## src/rtl/eij_pkg.sv

```systemverilog
package eij_pkg;
    typedef enum logic [1:0] {
        SHOT_IDLE  = 2'd0,
        SHOT_ARMED = 2'd1,
        SHOT_SPENT = 2'd2
    } shot_state_e;

    typedef struct packed {
        logic prot;
        logic cont1;
        logic one1;
        logic nc;
    } ctl_t;
endpackage

```

## src/rtl/eij_ctl_regs.sv

```systemverilog
module eij_ctl_regs
    import eij_pkg::*;
#(
    parameter int ID_W  = 4,
    parameter int POS_W = 7
) (
    input  logic             clk,
    input  logic             rst_n,
    input  logic             cfg_we,
    input  logic [ID_W-1:0]  cfg_id,
    input  ctl_t             cfg_new,
    input  logic [POS_W-1:0] cfg_bitpos,
    output ctl_t             ctl_q,
    output logic [POS_W-1:0] bitpos_q,
    output logic             ctl_wr
);
    // Controls may change only if protection is off or the writer is master 0
    assign ctl_wr = cfg_we && (!ctl_q.prot || (cfg_id == '0));

    always_ff @(posedge clk or negedge rst_n) begin
        if (!rst_n) begin
            ctl_q    <= '0;
            bitpos_q <= '0;
        end else begin
            if (cfg_we) begin
                ctl_q.prot <= cfg_new.prot;
                bitpos_q   <= cfg_bitpos;
            end
            if (ctl_wr) begin
                ctl_q.cont1 <= cfg_new.cont1;
                ctl_q.one1  <= cfg_new.one1;
                ctl_q.nc    <= cfg_new.nc;
            end
        end
    end
endmodule

```

## src/rtl/eij_shot_fsm.sv

```systemverilog
module eij_shot_fsm
    import eij_pkg::*;
(
    input  logic        clk,
    input  logic        rst_n,
    input  logic        ctl_wr,
    input  logic        one1_new,
    input  logic        one1_q,
    input  logic        wr_en,
    output shot_state_e state_q,
    output logic        shot_live
);
    shot_state_e state_d;

    always_ff @(posedge clk or negedge rst_n) begin
        if (!rst_n) state_q <= SHOT_IDLE;
        else        state_q <= state_d;
    end

    always_comb begin
        state_d = state_q;
        unique case (state_q)
            SHOT_IDLE:  if (ctl_wr && one1_new && !one1_q) state_d = SHOT_ARMED; // ARM
            SHOT_ARMED: if (ctl_wr && !one1_new)           state_d = SHOT_IDLE;  // CLEAR
                        else if (wr_en)                    state_d = SHOT_SPENT; // FIRE
            SHOT_SPENT: if (ctl_wr && !one1_new)           state_d = SHOT_IDLE;  // RELEASE
            default:                                       state_d = SHOT_IDLE;
        endcase
    end

    always_comb begin
        shot_live = (state_q == SHOT_ARMED);
    end
endmodule

```

## src/rtl/eij_flip_mask.sv

```systemverilog
module eij_flip_mask #(
    parameter int CW_W  = 72,
    parameter int POS_W = 7
) (
    input  logic             wr_en,
    input  logic [POS_W-1:0] bitpos,
    input  logic             sel_single,
    input  logic             sel_nc,
    output logic [CW_W-1:0]  mask
);
    localparam int PAR_POS = CW_W - 1;

    logic in_range;
    logic any_sel;
    assign in_range = (32'(bitpos) < CW_W);
    assign any_sel  = wr_en && in_range && (sel_single || sel_nc);

    for (genvar i = 0; i < CW_W; i++) begin : g_bit
        if (i == PAR_POS) begin : g_par
            assign mask[i] = (any_sel && (32'(bitpos) == i)) ||
                             (wr_en && in_range && sel_nc);
        end else begin : g_data
            assign mask[i] = any_sel && (32'(bitpos) == i);
        end
    end
endmodule

```

## src/rtl/ecc_err_injector.sv

```systemverilog
module ecc_err_injector
    import eij_pkg::*;
#(
    parameter int CW_W  = 72,
    parameter int POS_W = 7,
    parameter int ID_W  = 4
) (
    input  logic             clk,
    input  logic             rst_n,
    input  logic             cfg_we,
    input  logic [ID_W-1:0]  cfg_id,
    input  logic             cfg_prot,
    input  logic             cfg_cont1,
    input  logic             cfg_one1,
    input  logic             cfg_nc,
    input  logic [POS_W-1:0] cfg_bitpos,
    input  logic             wr_en,
    input  logic [CW_W-1:0]  cw_in,
    output logic [CW_W-1:0]  cw_out
);
    ctl_t             cfg_new;
    ctl_t             ctl_q;
    logic [POS_W-1:0] bitpos_q;
    logic             ctl_wr;
    shot_state_e      shot_state;
    logic             shot_live;
    logic [CW_W-1:0]  mask;

    assign cfg_new = '{prot: cfg_prot, cont1: cfg_cont1, one1: cfg_one1, nc: cfg_nc};

    eij_ctl_regs #(.ID_W(ID_W), .POS_W(POS_W)) u_regs (
        .clk(clk), .rst_n(rst_n), .cfg_we(cfg_we), .cfg_id(cfg_id),
        .cfg_new(cfg_new), .cfg_bitpos(cfg_bitpos),
        .ctl_q(ctl_q), .bitpos_q(bitpos_q), .ctl_wr(ctl_wr)
    );

    eij_shot_fsm u_shot (
        .clk(clk), .rst_n(rst_n), .ctl_wr(ctl_wr), .one1_new(cfg_one1),
        .one1_q(ctl_q.one1), .wr_en(wr_en),
        .state_q(shot_state), .shot_live(shot_live)
    );

    eij_flip_mask #(.CW_W(CW_W), .POS_W(POS_W)) u_mask (
        .wr_en(wr_en), .bitpos(bitpos_q),
        .sel_single(ctl_q.cont1 || shot_live), .sel_nc(ctl_q.nc),
        .mask(mask)
    );

    assign cw_out = cw_in ^ mask;
endmodule

```

## config.mk

```make
export PLATFORM = sky130hd
export DESIGN_NAME = ecc_err_injector
export DESIGN_NICKNAME = d
export VERILOG_FILES = /design/src/rtl/eij_pkg.sv /design/src/rtl/eij_ctl_regs.sv /design/src/rtl/eij_shot_fsm.sv /design/src/rtl/eij_flip_mask.sv /design/src/rtl/ecc_err_injector.sv
export SDC_FILE = /design/constraint.sdc
export NUM_CORES = 1
export LEC_CHECK = 0
export BUFFER_PORTS_ARGS = -buffer_cell sky130_fd_sc_hd__buf_4
export CAP_MARGIN = 0
export CORE_UTILIZATION = 40
export CTS_CLUSTER_SIZE = 20
export DETAILED_ROUTE_END_ITERATION = 10
export PLACE_DENSITY = 0.84
export SYNTH_ARGS = -nofsm -noshare
export SYNTH_HDL_FRONTEND = slang
export SYNTH_SLANG_ARGS = --single-unit
```

## constraint.sdc

```tcl
create_clock -name clk -period 4.7 [get_ports clk]
set_clock_uncertainty 0.2 [all_clocks]
set_input_delay 0.94 -clock clk [delete_from_list [all_inputs] [get_ports clk]]
set_output_delay 0.94 -clock clk [all_outputs]
set_load 0.02 [all_outputs]
```

==> metrics.cfg <==
[outcome]
status = finished, violations left
violations = design-rule violations

[flow_run]
drv_cap = 0

[power]
powerDensity_nw_per_um2 = 176
leakagePower_nw = 1.36
ir_drop_mv = 0.161
power_uw = 555

[clock_tree]
post-cts-setup-buffers = 0
cts_hold_buf = 0
cts_resized = 0
clk_pin_slew_ns = 0.06
cts_tree = done
clockRootBuffer = clkbuf_8
clock_latency_ns = 0.25
clk_path_buf_depth = 2
numCtsBuffers = 3
cts.sinks = 13
htree_levels = 1

[timing]
setup_ws_ns = 0.768
rsz0062_at_grt = false
max_freq_mhz = 254
tightestPinTransition_ns = 0.738
finalSetupTns_ns = 0
finalCriticalPeriod_ns = 3.93
relSlewSlack_pct = 50.4
setup_viol = 0
hold_slack_ns = 0.288
maxSlewViolCount = 0
hold_violations = 0
min_period_over_period_pct = 83.7

[yosys]
synth_ff_type = dfrtp_1
async_flop_share_pct = 100
syn-num-nets = 325
yosysWarnings = 0
syn_avg_cell_area_um2 = 8.13
yosysSeqAreaShare_pct = 17.1
synth_cell_types = 33
synth_edf_count = 0
syn_area_um2 = 1900
synth_seq_cells = 13
synthCells = 234

[placed_design]
pre_cts_ws_ns = 0.812
dp_hpwl_um = 5200
port_buffers = 162
gp_congestion = 0.802

[finish]
regArea_um2 = 325
fillers = 365
fin_util_pct = 70.3
syn_to_final_growth_pct = 65.4
num_antenna_cells = 0
drive_gt1_share_pct = 46.5
multiInputGateArea_um2 = 1480
nNetsFinal = 481

[route]
drc_errors = 13
ant_nets = 0
wl_per_cell_um = 14.4
totalWireLength_um = 6340
drt_first_pass_iters = 8
viasPerCell = 5.11
vias = 2252
drt_iter0_drc = 136

[critical_path]
cp.required_ns = 3.56
path_max_fanout = 7
start_kind = primary input
crit_path_end_kind = output port
arrival_ns = 2.79
critPathKind = in -> out

[grt]
grt_use_met1_pct = 28.9
antenna_found_initial = 0
grt_overflow_total = 0
grt_pass1_wl_um = 10100
grt_max_degree = 25
grt_usage_pct = 25.0
grt_pass1_vias = 2236
grt_busiest_layer = met2
grt_use_met2_pct = 46.8
use_met3_pct = 4.27

[hold_path]
hp-class = reg -> reg

[floorplanning]
die_h_um = 71.0
die_x_um = 71.0
start_util_pct = 42.5
rows = 24
core_um2 = 4470
pin_count = 163
die-area_um2 = 5040

-- path summary, 6_finish.rpt --
path,endpoint,start,slack [ns],cells past startpoint
max,cw_out[68],wr_en,0.77,6
min,u_shot.state_q[0],u_shot.state_q[1],0.29,1
max reg2reg,u_regs.bitpos_q[0],u_regs.bitpos_q[0],3.19,2
min reg2reg,u_shot.state_q[0],u_shot.state_q[1],0.29,1
max in group asynchronous,u_regs.ctl_q[3],rst_n,3.82,1
min in group asynchronous,u_shot.state_q[1],rst_n,0.33,1
-- report_power, final --
part           internal, mW  leakage, nW  switching (mW)  total, mW
Clock                0.0600       0.0228          0.0418      0.102
Combinational         0.145         1.18           0.151      0.296
Sequential            0.128        0.156          0.0292      0.157
-- worst max-delay path: stages --
cell,delay (ns)
buf_4,0.11
nor4b_1,0.44
a21boi_0,0.67
nand3_1,0.20
xnor2_1,0.25
buf_4,0.18
-- final cells by class --
cell class | instances | area share (%)
clock buffers | 4 | 1.43
inverters | 1 | 0.119
multi-input cells | 208 | 47.2
flip-flops and latches | 13 | 10.3
well taps | 52 | 2.07
repair buffers | 163 | 38.9
-- placed cells by master (no fill, tap or decap), types with 2 or more instances in the layout --
cell         n
a2111oi_4    4
a211oi_1     5
buf_4      163
clkbuf_8     3
dfrtp_1     13
mux2_2      10
nand2_1     42
nand2b_1     4
nand3_1     14
nand3b_1     2
nand4_1      7
nor2_1      12
nor2b_1      3
nor3_1      15
o21a_1       2
o21ai_0      2
or3_1        2
or3b_1       2
xnor2_1     54
xor2_1      18
-- cells by family after synthesis --
logic type             after synthesis  share of synthesized area, %
buffers and inverters               13                          4.93
flip-flops                          13                          17.1
AND/OR/NAND/NOR                    106                          26.8
multiplexers                        11                          6.44
XOR/XNOR                            72                          33.1
AO/OA/AOI/OAI                       19                          11.6
-- synth_stat cells (5+ instances only) --
master,number,area (um2)
nor2_1,12,45.0
xnor2_1,54,473
nand2_1,42,158
dfrtp_1,13,325
buf_2,6,30.0
nand4_1,7,43.8
nand3_1,14,70.1
nor3_1,15,75.1
a211oi_1,5,37.5
mux2_2,10,113
xor2_1,18,158
-- stage by stage --
step / area [um2] / cells
3_3_place_gp: 3100 / 437
4_1_cts: 3150 / 441
3_5_place_dp: 3100 / 437
2_1_floorplan: 1900 / 234
6_report: 3150 / 441
5_1_grt: 3150 / 441
-- layer usage --
metal | vias up | wire [um]
li1 | 1106 | -
met1 | 1025 | 2400
met2 | 111 | 3370
met3 | 10 | 499
met4 | 0 | 80
met5 | - | 0
-- state kept, by name (all words and copies together), names as in the netlist --
register	count
u_regs.bitpos_q	7
u_shot.state_q	2
u_regs.ctl_q	4
(Power assumes the default switching activity.)
